## config.mk

```make
export PLATFORM = sky130hd
export DESIGN_NAME = ocw_regfile
export DESIGN_NICKNAME = d
export VERILOG_FILES = /design/src/rtl/ocw_pkg.sv /design/src/rtl/ocw_lock_map.sv /design/src/rtl/ocw_op_seq.sv /design/src/rtl/ocw_status.sv /design/src/rtl/ocw_regfile.sv
export SDC_FILE = /design/constraint.sdc
export NUM_CORES = 1
export LEC_CHECK = 0
export BUFFER_PORTS_ARGS = -buffer_cell sky130_fd_sc_hd__buf_2
export CAP_MARGIN = 5
export CORE_UTILIZATION = 50
export DETAILED_ROUTE_END_ITERATION = 7
export PLACE_DENSITY = 0.65
export SETUP_SLACK_MARGIN = 0.1
export SYNTH_ARGS = -nofsm -noshare
export SYNTH_HDL_FRONTEND = slang
export SYNTH_SLANG_ARGS = --single-unit
```

## constraint.sdc

```tcl
create_clock -name clk -period 2.85 [get_ports clk]
set_input_delay 0.7125 -clock clk [delete_from_list [all_inputs] [get_ports clk]]
set_output_delay 0.7125 -clock clk [all_outputs]
set_load 0.1 [all_outputs]
```

## src/rtl/ocw_pkg.sv

```systemverilog
package ocw_pkg;
    localparam logic [7:0] A_TAG0   = 8'h00;
    localparam logic [7:0] A_TAG1   = 8'h02;
    localparam logic [7:0] A_TAG2   = 8'h04;
    localparam logic [7:0] A_TAG3   = 8'h06;
    localparam logic [7:0] A_MFR    = 8'h20;
    localparam logic [7:0] A_DEV    = 8'h22;
    localparam logic [7:0] A_PBOFS  = 8'h40;
    localparam logic [7:0] A_PBSZ   = 8'h42;
    localparam logic [7:0] A_OPC    = 8'h80;
    localparam logic [7:0] A_DATA   = 8'h84;
    localparam logic [7:0] A_ADRL   = 8'h88;
    localparam logic [7:0] A_ADRH   = 8'h8A;
    localparam logic [7:0] A_CNTL   = 8'h90;
    localparam logic [7:0] A_CNTH   = 8'h92;
    localparam logic [7:0] A_GO     = 8'hC0;
    localparam logic [7:0] A_BCLR   = 8'hC4;
    localparam logic [7:0] A_SUSP   = 8'hC8;
    localparam logic [7:0] A_STAT   = 8'hCC;

    localparam logic [15:0] STROBE_VAL = 16'h0001;
    localparam logic [7:0]  OPC_RESUME = 8'hD0;
    localparam logic [7:0]  OPC_LOCK   = 8'h61;
    localparam logic [7:0]  OPC_UNLOCK = 8'h62;
    localparam logic [7:0]  OPC_LKSTAT = 8'h65;

    typedef enum logic [1:0] {ST_IDLE, ST_BUSY, ST_SUSP} op_state_e;
    typedef enum logic [1:0] {K_OTHER, K_PROG, K_ERASE} op_kind_e;

    function automatic logic opc_known(input logic [15:0] c);
        logic ok;
        ok = 1'b0;
        if (c[15:8] == 8'h00) begin
            unique case (c[7:0])
                8'h41, 8'hE9, 8'h20, 8'h61, 8'h62,
                8'h65, 8'h98, 8'h97, 8'hC0, 8'hD0: ok = 1'b1;
                default:                           ok = 1'b0;
            endcase
        end
        return ok;
    endfunction

    function automatic op_kind_e opc_kind(input logic [7:0] c);
        op_kind_e k;
        unique case (c)
            8'h41, 8'hE9, 8'hC0: k = K_PROG;
            8'h20:               k = K_ERASE;
            default:             k = K_OTHER;
        endcase
        return k;
    endfunction
endpackage

```

## src/rtl/ocw_lock_map.sv

```systemverilog
module ocw_lock_map #(
    parameter int NBLK = 8,
    localparam int IW = (NBLK > 1) ? $clog2(NBLK) : 1
) (
    input  logic          clk,
    input  logic          rst_n,
    input  logic          set_en,
    input  logic          clr_en,
    input  logic [IW-1:0] idx,
    output logic          locked
);
    logic [NBLK-1:0] bits;

    for (genvar b = 0; b < NBLK; b++) begin : g_blk
        always_ff @(posedge clk or negedge rst_n) begin
            if (!rst_n)
                bits[b] <= 1'b0;
            else if (idx == IW'(b)) begin
                if (set_en)      bits[b] <= 1'b1;
                else if (clr_en) bits[b] <= 1'b0;
            end
        end
    end

    assign locked = bits[idx];
endmodule

```

## src/rtl/ocw_op_seq.sv

```systemverilog
module ocw_op_seq
    import ocw_pkg::*;
#(
    parameter int OP_CYCLES = 8,
    localparam int CW = $clog2(OP_CYCLES + 1)
) (
    input  logic      clk,
    input  logic      rst_n,
    input  logic      launch,
    input  op_kind_e  kind_in,
    input  logic      suspend_req,
    input  logic      resume_req,
    input  logic      fail_in,
    output op_state_e state,
    output logic [CW-1:0] cnt,
    output logic      ready,
    output logic      psusp,
    output logic      esusp,
    output logic      fail_prog,
    output logic      fail_erase
);
    op_state_e nstate;
    op_kind_e  kind, nkind;
    logic [CW-1:0] ncnt;
    logic susp_ok, last;

    assign susp_ok = suspend_req && (kind != K_OTHER);
    assign last    = (cnt == CW'(1));

    always_comb begin
        nstate = state;
        ncnt   = cnt;
        nkind  = kind;
        unique case (state)
            ST_IDLE: if (launch) begin
                nstate = ST_BUSY;
                ncnt   = CW'(OP_CYCLES);
                nkind  = kind_in;
            end
            ST_BUSY: begin
                if (susp_ok)   nstate = ST_SUSP;
                else if (last) begin
                    nstate = ST_IDLE;
                    ncnt   = '0;
                end
                else           ncnt = cnt - CW'(1);
            end
            ST_SUSP: if (resume_req) nstate = ST_BUSY;
            default: nstate = ST_IDLE;
        endcase
    end

    always_ff @(posedge clk or negedge rst_n) begin
        if (!rst_n) begin
            state <= ST_IDLE;
            cnt   <= '0;
            kind  <= K_OTHER;
        end else begin
            state <= nstate;
            cnt   <= ncnt;
            kind  <= nkind;
        end
    end

    always_comb begin
        ready      = (state != ST_BUSY);
        psusp      = (state == ST_SUSP) && (kind == K_PROG);
        esusp      = (state == ST_SUSP) && (kind == K_ERASE);
        fail_prog  = (state == ST_BUSY) && last && !susp_ok && fail_in && (kind == K_PROG);
        fail_erase = (state == ST_BUSY) && last && !susp_ok && fail_in && (kind == K_ERASE);
    end
endmodule

```

## src/rtl/ocw_status.sv

```systemverilog
module ocw_status (
    input  logic        clk,
    input  logic        rst_n,
    input  logic        rd_clr,
    input  logic        set_lock,
    input  logic        set_vpp,
    input  logic        set_prog,
    input  logic        set_erase,
    input  logic        ready,
    input  logic        psusp,
    input  logic        esusp,
    output logic [15:0] status
);
    logic f_lock, f_vpp, f_prog, f_erase;

    always_ff @(posedge clk or negedge rst_n) begin
        if (!rst_n) begin
            f_lock  <= 1'b0;
            f_vpp   <= 1'b0;
            f_prog  <= 1'b0;
            f_erase <= 1'b0;
        end else begin
            f_lock  <= (f_lock  && !rd_clr) || set_lock;
            f_vpp   <= (f_vpp   && !rd_clr) || set_vpp;
            f_prog  <= (f_prog  && !rd_clr) || set_prog;
            f_erase <= (f_erase && !rd_clr) || set_erase;
        end
    end

    assign status = {1'b1, 2'b00, 1'b0, 2'b00, 2'b00,
                     ready, esusp, f_erase, f_prog, f_vpp, psusp, f_lock, 1'b0};
endmodule

```

## src/rtl/ocw_regfile.sv

```systemverilog
module ocw_regfile
    import ocw_pkg::*;
#(
    parameter int          OP_CYCLES  = 8,
    parameter int          NBLK       = 8,
    parameter logic [15:0] MFR_ID     = 16'h00A5,
    parameter logic [15:0] DEV_ID     = 16'h5A17,
    parameter logic [15:0] PBUF_OFS   = 16'h0200,
    parameter logic [15:0] PBUF_WORDS = 16'h0020,
    localparam int CW = $clog2(OP_CYCLES + 1),
    localparam int IW = (NBLK > 1) ? $clog2(NBLK) : 1
) (
    input  logic        clk,
    input  logic        rst_n,
    input  logic        wr_en,
    input  logic        rd_en,
    input  logic [7:0]  addr,
    input  logic [15:0] wdata,
    output logic [15:0] rdata,
    input  logic        vpp_low,
    input  logic        op_fail
);
    logic [15:0] r_opc, r_data, r_adrl, r_adrh, r_cntl, r_cnth;
    logic [15:0] status_w;
    op_state_e   seq_state;
    logic [CW-1:0] seq_cnt;
    logic ready, psusp, esusp, fail_prog, fail_erase;
    logic go_wr, known, blk_locked, guarded;
    logic launch, resume, abort_lock, abort_vpp, err_set;
    op_kind_e kind_now;

    assign go_wr    = wr_en && (addr == A_GO) && (wdata == STROBE_VAL);
    assign known    = opc_known(r_opc);
    assign kind_now = opc_kind(r_opc[7:0]);
    assign guarded  = (kind_now != K_OTHER);

    always_comb begin
        launch     = 1'b0;
        resume     = 1'b0;
        abort_lock = 1'b0;
        abort_vpp  = 1'b0;
        if (go_wr && known) begin
            if (seq_state == ST_IDLE && r_opc[7:0] != OPC_RESUME) begin
                if (guarded && blk_locked)   abort_lock = 1'b1;
                else if (guarded && vpp_low) abort_vpp  = 1'b1;
                else                         launch     = 1'b1;
            end
            if (seq_state == ST_SUSP && r_opc[7:0] == OPC_RESUME)
                resume = 1'b1;
        end
    end

    assign err_set = abort_lock || abort_vpp || fail_prog || fail_erase;

    always_ff @(posedge clk or negedge rst_n) begin
        if (!rst_n) begin
            r_opc  <= '0;
            r_data <= '0;
            r_adrl <= '0;
            r_adrh <= '0;
            r_cntl <= '0;
            r_cnth <= '0;
        end else begin
            if (wr_en) begin
                unique case (addr)
                    A_OPC:   r_opc  <= wdata;
                    A_DATA:  r_data <= wdata;
                    A_ADRL:  r_adrl <= wdata;
                    A_ADRH:  r_adrh <= wdata;
                    A_CNTL:  r_cntl <= wdata;
                    A_CNTH:  r_cnth <= wdata;
                    default: ;
                endcase
            end
            if (launch && r_opc[7:0] == OPC_LKSTAT)
                r_data <= {15'd0, blk_locked};
        end
    end

    ocw_lock_map #(.NBLK(NBLK)) lock_i (
        .clk    (clk),
        .rst_n  (rst_n),
        .set_en (launch && r_opc[7:0] == OPC_LOCK),
        .clr_en (launch && r_opc[7:0] == OPC_UNLOCK),
        .idx    (r_adrh[IW-1:0]),
        .locked (blk_locked)
    );

    ocw_op_seq #(.OP_CYCLES(OP_CYCLES)) seq_i (
        .clk         (clk),
        .rst_n       (rst_n),
        .launch      (launch),
        .kind_in     (kind_now),
        .suspend_req (wr_en && addr == A_SUSP && wdata == STROBE_VAL),
        .resume_req  (resume),
        .fail_in     (op_fail),
        .state       (seq_state),
        .cnt         (seq_cnt),
        .ready       (ready),
        .psusp       (psusp),
        .esusp       (esusp),
        .fail_prog   (fail_prog),
        .fail_erase  (fail_erase)
    );

    ocw_status stat_i (
        .clk       (clk),
        .rst_n     (rst_n),
        .rd_clr    (rd_en && addr == A_STAT),
        .set_lock  (abort_lock),
        .set_vpp   (abort_vpp),
        .set_prog  (fail_prog),
        .set_erase (fail_erase),
        .ready     (ready),
        .psusp     (psusp),
        .esusp     (esusp),
        .status    (status_w)
    );

    always_ff @(posedge clk or negedge rst_n) begin
        if (!rst_n)
            rdata <= '0;
        else if (rd_en) begin
            unique case (addr)
                A_TAG0:  rdata <= 16'h0050;
                A_TAG1:  rdata <= 16'h0046;
                A_TAG2:  rdata <= 16'h004F;
                A_TAG3:  rdata <= 16'h0057;
                A_MFR:   rdata <= MFR_ID;
                A_DEV:   rdata <= DEV_ID;
                A_PBOFS: rdata <= PBUF_OFS;
                A_PBSZ:  rdata <= PBUF_WORDS;
                A_OPC:   rdata <= r_opc;
                A_DATA:  rdata <= r_data;
                A_ADRL:  rdata <= r_adrl;
                A_ADRH:  rdata <= r_adrh;
                A_CNTL:  rdata <= r_cntl;
                A_CNTH:  rdata <= r_cnth;
                A_STAT:  rdata <= status_w;
                default: rdata <= '0;
            endcase
        end
    end
endmodule

```

After elaboration in Yosys (flattened, before gate mapping)
Index checks and enable logic that the tools add are counted.
- flip-flop bits (word level): 132
- bits of input ports: 30
- output and inout bits: 16
- logic and storage cells: 162
- add/subtract/negate cells: 1
- order comparisons: 1
- equal/unequal tests: 45
- multiplexer cells: 33
- reductions and logical operators: 60
- operators with widths (cell ; number):
    16-bit one-hot mux with 15 select lines ; 1
    8-bit equality test, second input constant ; 14
    8-bit by 7-bit equality test with 1-bit output, second input constant ; 6
    16-bit two-way mux ; 3
    2-bit AND reduction ; 15
    1-bit logical AND ; 25
    8-bit by 6-bit equality test with 1-bit output, second input constant ; 3
    1-bit two-way mux ; 18
    16-bit by 1-bit equality test with 1-bit output, second input constant ; 1
    8-bit by 3-bit equality test with 1-bit output, second input constant ; 2
    8-bit zero test ; 2
    3-bit equality test, second input constant ; 4
    4-bit two-way mux ; 3
    2-bit nonzero test ; 6
    10-bit OR reduction ; 1
    8-bit by 2-bit equality test with 1-bit output, second input constant ; 1
    2-bit two-way mux ; 4
    8-bit != test, second input constant ; 1
    4-bit one-hot mux with 2 select lines ; 1
    3-bit by 2-bit equality test with 1-bit output, second input constant ; 2
    2-bit != test, second input constant ; 3
    2-bit one-hot mux with 3 select lines ; 1
    3-bit AND reduction ; 2
    2-bit by 1-bit equality test with 1-bit output, second input constant ; 2
    other kinds (14) ; 19

Longest topological paths before layout
Gate-level depths: netlist of the first run.
- depth in word-level cells: 12
- gate-level depth with buffers: 9
- gate-level depth less buffers: 7

Modules after synthesis
From an unflattened synthesis of the first run, not the netlist that was laid out.
- cells, all modules: 629
- area, all modules: 7059.3 µm²
- by module, submodules not included (module ; instances ; cells an instance ; area each (µm²) ; seq. area each (µm²)):
    ocw_regfile ; 1 ; 509 ; 5908.2 ; 2802.7
    ocw_op_seq ; 1 ; 52 ; 484.2 ; 200.2
    ocw_lock_map ; 1 ; 41 ; 405.4 ; 200.2
    ocw_status ; 1 ; 27 ; 261.5 ; 100.1

Least setup slack after synthesis of the first run
OpenSTA, ideal clock, no wires.
- kind: input-to-reg
- start point: input port addr[1]
- end point: register lock_i.bits[0]
- setup time: 0.128 ns
- data arrival time: 2.473 ns
- required time: 2.722 ns
- slack: 0.250 ns
- stages on the path: 8
- buffers on the path: 2
- path through: buf_2 nor4_4 nand3_1 nor4b_4 o211ai_4 buf_6 nor3_2 mux2_1
- word-level cells in the longest chain between the ends: 8
- elaborated cells between the ends (all ways): 10
- classes of those cells: eq/ne: 1; mux: 2; reduce/logical: 7
- RTL lines (item ; RTL line ; text):
    from (decl) ; ocw_regfile.sv:17 ; input logic [7:0] addr,
    8-bit equality test * ; ocw_regfile.sv:32 ; assign go_wr = wr_en && (addr == A_GO) && (wdata == STROBE_VAL);
    1-bit logical AND * (2 in a row) ; ocw_regfile.sv:32 ;
    1-bit logical AND * ; ocw_regfile.sv:42 ; if (go_wr && known) begin
    1-bit two-way mux * ; ocw_regfile.sv:42 ;
    1-bit logical AND (on tied branches) ; ocw_regfile.sv:84, ocw_regfile.sv:83 ;
    2-bit nonzero test (no source line) ; - ;
    2-bit AND reduction (no source line) ; - ;
    to (signal, indexed assignment) ; ocw_lock_map.sv:17 ; bits[b] <= 1'b0;
    to (signal, indexed assignment) ; ocw_lock_map.sv:19 ; if (set_en) bits[b] <= 1'b1;
    to (signal, indexed assignment) ; ocw_lock_map.sv:20 ; else if (clr_en) bits[b] <= 1'b0;
    to (decl) ; ocw_lock_map.sv:12 ; logic [NBLK-1:0] bits;
Mark *: on every way between the ends. The rest lies on a longest branch, timed or not.
A chain may end at the register's enable or synchronous reset.

Worst setup path in the final report of the first run
- start point: register r_opc[7]
- end point: register lock_i.bits[5]
- word-level cells in the longest chain between the ends: 12
- elaborated cells between the ends (all ways): 30
- classes of those cells: eq/ne: 11; mux: 8; reduce/logical: 11
- RTL lines (item ; RTL line ; text):
    from (decl) ; ocw_regfile.sv:23 ; logic [15:0] r_opc, r_data, r_adrl, r_adrh, r_cntl, r_cnth;
    from (signal assigned) ; ocw_regfile.sv:66 ; A_OPC: r_opc <= wdata;
    8-bit by 7-bit equality test with 1-bit output / 8-bit equality test (equally long branches) ; ocw_pkg.sv:34, ocw_pkg.sv:45 ;
    3-bit OR reduction ; ocw_pkg.sv:45 ; unique case (c)
    2-bit one-hot mux with 2 select lines ; ocw_pkg.sv:45 ;
    2-bit nonzero test ; ocw_regfile.sv:35 ; assign guarded = (kind_now != K_OTHER);
    1-bit logical AND ; ocw_regfile.sv:45 ; else if (guarded && vpp_low) abort_vpp = 1'b1;
    1-bit two-way mux ; ocw_regfile.sv:45 ;
    1-bit two-way mux ; ocw_regfile.sv:44 ; if (guarded && blk_locked) abort_lock = 1'b1;
    1-bit two-way mux ; ocw_regfile.sv:43 ; if (seq_state == ST_IDLE && r_opc[7:0] != OPC_RESUME) begin
    1-bit two-way mux ; ocw_regfile.sv:42 ;
    1-bit logical AND (on tied branches) ; ocw_regfile.sv:84, ocw_regfile.sv:83 ;
    2-bit nonzero test (no source line) ; - ;
    2-bit AND reduction (no source line) ; - ;
Several ways; a longest one is shown, not always the timed one.

==> results of run 1 <==
placed cells by master, fill, tap and decap left out, drive strengths merged, types with 5 or more instances in the layout:
master,synthesis,routed
a21oi,14,14
a22o,5,5
a22oi,21,21
and3,11,11
buf,31,109
clkbuf,10,18
clkinvlp,0,6
dfrtp,132,132
inv,23,26
mux2,90,90
mux2i,27,27
nand2,40,40
nand3,16,16
nand4,6,6
nor2,28,28
nor2b,9,9
nor3,16,16
nor4,8,8
nor4b,9,9
o21ai,27,27
o22ai,21,21
registers in the layout (all words and copies together) (netlist names), 8 cells and up:
| name | count |
|---|---|
| rdata | 16 |
| r_adrl | 16 |
| r_opc | 16 |
| lock_i.bits | 8 |
| r_cnth | 16 |
| r_adrh | 16 |
| r_cntl | 16 |
| r_data | 16 |
cell families after synthesis:
| kind of cell | Yosys count |
|---|---|
| simple gates | 171 |
| flops | 132 |
| compound gates | 121 |
| mux | 117 |
| buf+inv | 64 |
| xor+xnor | 2 |
| fa+ha+maj | 2 |
what timing repair did:
item	4_1_cts	5_1_grt
setup endpoints to repair	0	1
resized for setup	0	1
setup buffers	0	0
cell type report:
class	instances	share of cell area [%]
sequential	132	40.35
multi-input combinational	413	39.40
timing repair buffer	109	9.262
clock buffer	18	5.365
tap	176	2.690
clock inverter	14	1.880
inverter	23	1.055
Yosys cell counts (all sizes together) (2+ instances only):
| cell | instances | area share [%] |
|---|---|---|
| dfrtp | 132 | 48 |
| mux2 | 90 | 15 |
| nand2 | 40 | 2.2 |
| buf | 31 | 2.6 |
| nor2 | 28 | 1.5 |
| mux2i | 27 | 4.0 |
| o21ai | 27 | 2.0 |
| inv | 23 | 1.3 |
| a22oi | 21 | 2.3 |
| o22ai | 21 | 1.9 |
| nand3 | 16 | 1.2 |
| nor3 | 16 | 1.9 |
| a21oi | 14 | 1.0 |
| and3 | 11 | 1.0 |
| clkbuf | 10 | 0.55 |
| nor2b | 9 | 0.83 |
| nor4b | 9 | 1.7 |
| nor4 | 8 | 0.95 |
| nand4 | 6 | 0.55 |
| a22o | 5 | 0.64 |
| nand2b | 4 | 0.37 |
| nor3b | 4 | 0.44 |
| a211oi | 3 | 0.51 |
| a221o | 3 | 0.44 |
| a221oi | 3 | 0.39 |
| a2bb2oi | 3 | 0.39 |
| a32oi | 3 | 0.39 |
| and2 | 3 | 0.28 |
| nand3b | 3 | 0.33 |
| nand4b | 3 | 0.39 |
| o311ai | 3 | 0.39 |
| a211o | 2 | 0.26 |
| a21o | 2 | 0.22 |
| and4bb | 2 | 0.37 |
| ha | 2 | 0.37 |
| nor4bb | 2 | 0.29 |
| o211ai | 2 | 0.42 |
| or3 | 2 | 0.18 |
| xor2 | 2 | 0.26 |
worst paths after layout:
path	from	end	slack [ps]	cells past startpoint
max	r_opc[7]	lock_i.bits[5]	400	6
min	rst_n	r_cnth[11]	350	2
max reg2reg	r_opc[7]	lock_i.bits[5]	400	6
min reg2reg	lock_i.bits[0]	lock_i.bits[0]	490	1
max in group asynchronous	rst_n	r_adrl[10]	1890	2
min in group clk	lock_i.bits[0]	lock_i.bits[0]	490	1
metal layers:
| metal | routed length [µm] | part of all wire (%) | GRT usage, % |
|---|---|---|---|
| met1 | 8630 | 45 | 41.77 |
| met2 | 8578 | 45 | 42.91 |
| met3 | 1339 | 7.1 | 5.502 |
| met4 | 434 | 2.3 | 10.21 |
| met5 | 0 | 0 | 0 |
critical path, delay by kind of cell (launching register included):
kind / cells / cell delay, ps
AOI/OAI and AO/OA: 3 / 750
and+or+nand+nor: 2 / 710
DFF: 1 / 500
muxes: 1 / 370
report_power, final:
part | internal [mW] | switching, mW
Combinational | 0.132 | 0.182
Sequential | 1.94 | 0.0526
Clock | 1.32 | 0.853
metrics by stage:
| stage | worst slack (ps) | area (µm²) | util [%] | power, mW | hold WS, ps |
|---|---|---|---|---|---|
| after CTS | 234.9 | 8180 | 61.77 | 4.500 | 443.0 |
| after detailed placement | -13.83 | 7587 | 57.29 | 2.335 | 479.1 |
| after global routing | 199.9 | 8187 | 61.82 | 4.626 | 463.6 |
| after floorplan | 249.6 | 6815 | - | 2.168 | 416.9 |
| final | 400.7 | 8187 | 61.82 | 4.475 | 349.4 |
| after global placement | 59.84 | 7587 | 57.29 | 2.322 | 465.6 |
==> impl_metrics.toml, run 1 <==
[sta]
tightest_slew_ps = 1059
slew_violations = 0
timing.fmax_mhz = 408.3
period_minus_slack_ps = 2449
finalHoldViolations = 0
skew_ps = 7.905
slew_headroom_pct = 28.94
rsz0062_at_grt = "no"
setup_viol = 0
finalCritPeriodShare_pct = 85.94
tns_ps = 0

[hold_path]
hold_class = "in -> async"

[worst_setup_path]
cp.required_ps = 3160
crit_path_max_incr_delay_ps = 500
crit_fanout = 11
cp-start-kind = "flop"
end_kind = "flop"
cp_cell_sequence = "nor4_1, a21oi_1, a211oi_4, o211ai_4, nor3_1, mux2_2"
cp_slowest_cell = "dfrtp_1"
arrival_ps = 2760
critPathKind = "reg -> reg"

[synth]
synth-edff-count = 0
synth-compound-area-share_pct = 12.56
synth-adder-area-share_pct = 0.3672
synthCells = 609
async_flop_share_pct = 100.0
synthFlopType = "dfrtp_1"
yosys.area_share.simple_pct = 15.13
ys_types = 67
postSynthAreaPerCell_um2 = 11.19
ys_warn_count = 0
synthMuxAreaShare_pct = 18.84
synth_xor_area_share_pct = 0.2570
synth_nets = 641
ys_seq_elements = 132
synth_top_family_by_area = "multiplexers"
synth_area_um2 = 6815
seq_area_frac_synth_pct = 48.47

[die]
die_h_um = 118.8
initial_core_util_pct = 51.46
core_area_um2 = 13240
dieWidth_um = 118.8
io_pins = 46
die_area_um2 = 14100
num_rows = 42

[cells_and_area]
register_area_um2 = 3303
multi_input_area_um2 = 3226
nets = 728
areaGrowthSynthToFinish_pct = 20.12
instances_no_fill = 885
layout-drive-gt1-share_pct = 34.41
fillers = 1091
diodes = 0

[drt]
dr.pass1.iters = 7
vias_per_cell = 6.108
wl_um = 18980
drc_errors = 0
antenna_left = 0
drtIter0Drc = 546
wire_per_inst_um = 21.45
num_vias = 5406

[global_routing]
grt_pass1_vias = 5323
antenna_found_initial = 0
grt_pass1_wl_um = 30220
grt_max_degree = 133
groute.usage.overall_pct = 28.78
grt-ovfl-total = 0

[placed_design]
dp_hpwl_um = 13450
dp.cells = 853
place_congestion = 0.8942
io_buffer_count = 45

[power]
p_per_area_nw_per_um2 = 546.6
peakVddDrop_mv = 0.3663
power_leakage_nw = 3.874

[run_status]
status = "finished, final reports clean"

[clock_tree]
path_clk_slew_ps = 60
ctsLongestPathBuffers = 2
tritoncts = "done"
cts_root_buffer = "clkbuf_16"
numCtsBuffers = 17
cts_max_level = 4
clk_latency_ps = 420
cts_sinks = 132
cts_hold_buf = 0

[flow_run]
maxCapViolCount = 0
No activity file was read; power rests on OpenSTA's default activity.
==> inputs of run 2 (changes only) <==
ABC_AREA = 1   (was unset)
CAP_MARGIN = unset   (was 5)
==> run 2 against run 1 <==
Against the previous run:
- flip-flop and latch count is the same
- via count grew 13%
- synthesized area shrank 2.0%
- register-to-register slack gained 350 ps
- clock-buffer cell count grew 1
- sequential power is essentially flat
- cell count grew 23%
- core utilization shrank 1.3 points
- critical path depth grew 4
- highest routed layer unchanged
==> impl_metrics.toml, run 2 <==
[cells_and_area]
nets = 937
areaGrowthSynthToFinish_pct = 16.27
layout-drive-gt1-share_pct = 16.59
layout_commonest_cell = "nand2_1"
final_util_pct = 60.53
final_cell_mix = "nand2_1 (276), dfrtp_1 (132), o21ai_0 (103)"
diodes = 0
instances_no_fill = 1088

[die]
num_rows = 41
initial_core_util_pct = 52.06
dieWidth_um = 117.6
die_h_um = 117.6
die_area_um2 = 13820
core_area_um2 = 12820
io_pins = 46

[drt]
vias_per_cell = 5.634
num_vias = 6130
drtIter0Drc = 484
drc_errors = 0
dr.pass1.iters = 5
wire_per_inst_um = 18.21
wl_um = 19810
antenna_left = 0

[synth]
synth.largest_area_cell = "dfrtp_1"
synthFlopType = "dfrtp_1"
synth-edff-count = 0
synthCells = 846
synth_commonest_cells = "nand2_1 (276), dfrtp_1 (132), o21ai_0 (103), inv_1 (66), nor2_1 (61)"
seq_area_frac_synth_pct = 49.48
yosysMostFrequentCell = "nand2_1"
ys_top_cells_by_area = "dfrtp_1 (49%), nand2_1 (16%), o21ai_0 (7.7%)"
synth_top_area_share_pct = 49.48
synth_area_um2 = 6676
async_flop_share_pct = 100.0
postSynthAreaPerCell_um2 = 7.892
ys_seq_elements = 132
synth_nets = 878
ys_types = 38
ys_warn_count = 0

[hold_path]
hold_class = "in -> async"

[sta]
timing.hold.ws_ps = 291.8
timing.fmax_mhz = 443.5
finalHoldViolations = 0
slew_headroom_pct = 51.50
fin_ws_ps = 595.4
tightest_slew_ps = 720.9
period_minus_slack_ps = 2255
slew_violations = 0
skew_ps = 7.399
rsz0062_at_grt = "no"
finalCritPeriodShare_pct = 79.11
setup_viol = 0
tns_ps = 0

[clock_tree]
numCtsBuffers = 17
ctsResizeCount = 0
ctsLongestPathBuffers = 2
clk_latency_ps = 420
cts_hold_buf = 0
cts_max_level = 4
tritoncts = "done"
cts_root_buffer = "clkbuf_16"
path_clk_slew_ps = 60
cts_post_setup_buffers_inserted = 0
cts_sinks = 132

[placed_design]
dp_slack_ps = 214.7
dp_hpwl_um = 14210
place_congestion = 0.9356
io_buffer_count = 45
dp.cells = 1058

[global_routing]
grt_pass1_wl_um = 32660
grt_pass1_vias = 6168
grt_max_degree = 67
groute.usage.overall_pct = 30.85
grt-ovfl-total = 0
antenna_found_initial = 0

[worst_setup_path]
path_delay_family = "simple AND/OR/NAND/NOR gates"
end_kind = "flop"
cp-startpoint = "wdata[15]"
crit_fanout = 8
cp_cell_sequence = "buf_2, inv_1, nand4_1, nor2_1, nand2_1, nor2_2, nand3_4, nor3_4, buf_4, a21oi_2"
arrival_ps = 2560
worstRegToRegCells = 11
cp.required_ps = 3160
cp-start-kind = "primary input"
cp_slowest_cell = "nor3_4"
reg2reg_to = "r_data[8]"
crit-reg2reg-launch = "r_opc[4]"
cp.depth = 10
cp_num_buf_inv = 3
crit_path_max_incr_delay_ps = 390
critPathKind = "in -> reg"
r2r_slack_ps = 750

[flow_run]
maxCapViolCount = 0

[power]
power_leakage_nw = 3.797
peakVddDrop_mv = 0.5633
p_per_area_nw_per_um2 = 572.4

[run_status]
status = "finished, final reports clean"
==> run 2: changes by cell type after synthesis, moves of 18 or more <==
cell     delta
mux2i_1    -27
o21ai_0    +77
a22oi_1    -21
nor2_1     +33
nand3_1    +21
o22ai_1    -18
inv_1      +43
nand2_1   +237
mux2_2     -82
==> run 2: worst register-to-register path, stage by stage (launching register included) <==
cell and delay, ps:
dfrtp_1 470, inv_2 90, nand2_1 90, nor2_1 180
nand2_2 110, nand3_1 100, nor2_1 70, nand2_4 80
nand3_4 120, nor3_4 390, buf_4 260, a21oi_2 40
==> run 2: per-layer routing <==
| layer | vias to the layer above | track usage, % | share of wire [%] |
|---|---|---|---|
| met5 | - | 0 | 0 |
| met4 | 0 | 12.74 | 3.1 |
| met3 | 45 | 6.734 | 5.8 |
| met2 | 215 | 50.63 | 48 |
| met1 | 2968 | 39.54 | 44 |
| li1 | 2902 | - | - |
==> run 2: power by group <==
| group | switching [mW] | internal [mW] | leakage [nW] |
|---|---|---|---|
| clock | 0.829 | 1.33 | 0.278 |
| combinational | 0.202 | 0.0859 | 1.73 |
| sequential | 0.0532 | 1.95 | 1.79 |
| total | 1.08 | 3.36 | 3.80 |
==> run 2: how the worst max path moves through the flow <==
stage	end	slack [ps]
finish	r_data[8]	600
global route	r_data[14]	440
CTS	r_data[8]	640
detailed placement	r_data[8]	210
global placement	r_data[14]	290
floorplan	r_data[10]	830
==> run 2: logic make-up (layout without fill, tap and decap cells) <==
logic type	after synthesis	count (layout)	share of synthesized area, %
flip-flops	132	132	49.48
AND/OR/NAND/NOR	443	443	29.31
buffers and inverters	107	177	6.690
AO/OA/AOI/OAI	162	162	14.15
adder cells (fa/ha/maj)	2	2	0.3748
==> run 2: cell type report <==
type,count,area [µm²]
fill,1192,5062
tap,172,215.2
multi-input combinational,607,2927
inverter,76,285.3
sequential,132,3303
clock inverter,11,127.6
timing repair buffer,71,451.7
clock buffer,19,452.9
==> run 2: metrics by stage <==
step | cell area, µm² | power, mW
after detailed placement | 7182 | 2.318
final | 7762 | 4.443
after floorplan | 6676 | 2.180
after CTS | 7762 | 4.466
after global placement | 7182 | 2.307
after global routing | 7762 | 4.598
==> inputs of run 3 (changes only) <==
clock period = 2.3 ns   (was 2.85 ns; I/O delays follow)
==> run 3 against run 2 <==
Against the previous run:
- clock power increased by 38%
- worst setup slack got worse by 280 ps
- sequential share of layout area decreased by 1.6 points
- via count increased by 1.0%
- total power increased by 32%
- sequential power increased by 24%
- wire length decreased by 0.17%
- flip-flop and latch count unchanged
- clock-buffer cell count increased by 1
- critical endpoint is now lock_i.bits[0]
- largest power group unchanged
==> impl_metrics.toml, run 3 (synthesis gave the netlist of run 2 again) <==
[power]
p_per_area_nw_per_um2 = 724.6
power_leakage_nw = 3.968
peakVddDrop_mv = 0.5403
finalPower_mw = 5.851

[worst_setup_path]
cp_slowest_cell = "dfrtp_1"
critPathKind = "reg -> reg"
crit_path_max_incr_delay_ps = 420
cp_cell_sequence = "nor2_1, nand2_1, nor2_1, nand4_1, nor2_2, nand3_4, nor2_4, nand4_1, nand2_1, inv_1"
r2r_slack_ps = 310
cp-start-kind = "flop"
path_delay_family = "simple AND/OR/NAND/NOR gates"
crit_fanout = 11
cp_num_buf_inv = 1
arrival_ps = 2300
cp.required_ps = 2610
end_kind = "flop"

[sta]
tightest_slew_ps = 688.2
slew_headroom_pct = 53.70
finalHoldViolations = 0
rsz0062_at_grt = "no"
skew_ps = 6.073
finalCritPeriodShare_pct = 86.49
setup_viol = 0
slew_violations = 0
tns_ps = 0
period_minus_slack_ps = 1989
timing.fmax_mhz = 502.7

[global_routing]
grt_pass1_wl_um = 32220
grt-ovfl-total = 0
grt_pass1_vias = 6006
grt_max_degree = 78
antenna_found_initial = 0
groute.usage.overall_pct = 30.33

[cells_and_area]
layout-drive-gt1-share_pct = 18.72
fin_area_um2 = 8074
areaGrowthSynthToFinish_pct = 20.93
fillers = 1138
final_cell_mix = "nand2_1 (276), dfrtp_1 (132), o21ai_0 (103)"
final_util_pct = 62.96
layout_commonest_cell = "nand2_1"
diodes = 0
nets = 959

[drt]
num_vias = 6194
antenna_left = 0
dr.pass1.iters = 5
drtIter0Drc = 497
vias_per_cell = 5.570
wire_per_inst_um = 17.79
drc_errors = 0
wl_um = 19780

[clock_tree]
path_clk_slew_ps = 60
clk_latency_ps = 410
cts_sinks = 132
ctsLongestPathBuffers = 2
cts_root_buffer = "clkbuf_16"
tritoncts = "done"
numCtsBuffers = 17
cts_max_level = 4

[die]
num_rows = 41
die_h_um = 117.6
initial_core_util_pct = 52.06
dieWidth_um = 117.6
die_area_um2 = 13820
io_pins = 46
core_area_um2 = 12820

[flow_run]
maxCapViolCount = 0

[placed_design]
dp_hpwl_um = 14220
place_area_um2 = 7395
place_congestion = 0.9550
io_buffer_count = 45

[run_status]
status = "finished, final reports clean"

[hold_path]
hold_class = "in -> async"
[run 3: changes by cell type in the layout (fill, tap and decap cells not counted), moves of 2 or more]
cell and delta:
buf_4 +17, clkinvlp_4 -2, buf_12 +5, clkbuf_1 +2, bufinv_16 +3
[run 3: routing by layer]
metal | vias to the layer above | share of wire [%] | GRT usage (%)
met4 | 0 | 3.2 | 11.94
met3 | 37 | 4.9 | 5.281
met5 | - | 0 | 0
met2 | 208 | 49 | 50.11
li1 | 2936 | - | -
met1 | 3013 | 43 | 39.68
[run 3: path summary, 6_finish.rpt]
kind                                 from  cells after the start             end
max in group asynchronous           rst_n                      2        rdata[7]
worst max register to register  r_opc[13]                     10  lock_i.bits[0]
min in group clk                 wdata[2]                      3       r_data[2]
worst min register to register  rdata[14]                      2       rdata[14]
worst min-delay path                rst_n                      1  lock_i.bits[6]
worst max-delay path            r_opc[13]                     10  lock_i.bits[0]
[run 3: area by class of cell]
class | instances | area (µm²) | share of cell area, %
inverters | 76 | 285.3 | 3.533
repair buffers | 93 | 679.4 | 8.415
clock inverters | 12 | 201.4 | 2.495
well taps | 172 | 215.2 | 2.665
flip-flops and latches | 132 | 3303 | 40.91
clock buffers | 20 | 446.7 | 5.532
multi-input cells | 607 | 2943 | 36.45
[run 3: where the power goes]
group / switching, mW / leakage (nW) / total, mW / internal [mW]
Sequential: 0.0726 / 1.79 / 2.48 / 2.41
Clock: 1.01 / 0.316 / 2.97 / 1.96
Combinational: 0.266 / 1.87 / 0.396 / 0.129
[run 3: stage by stage]
stage	setup slack, ps	std cells	hold slack (ps)
2_1_floorplan	421.0	846	279.4
3_3_place_gp	35.47	1078	457.9
3_5_place_dp	60.99	1078	460.8
4_1_cts	273.9	1110	27.58
5_1_grt	158.3	1112	28.54
6_report	310.7	1112	23.47
[run 3: what timing repair did]
action	in CTS	in global routing
setup endpoints to repair	0	6
setup buffers	0	2
hold buffers	0	0
gates resized for setup	0	3
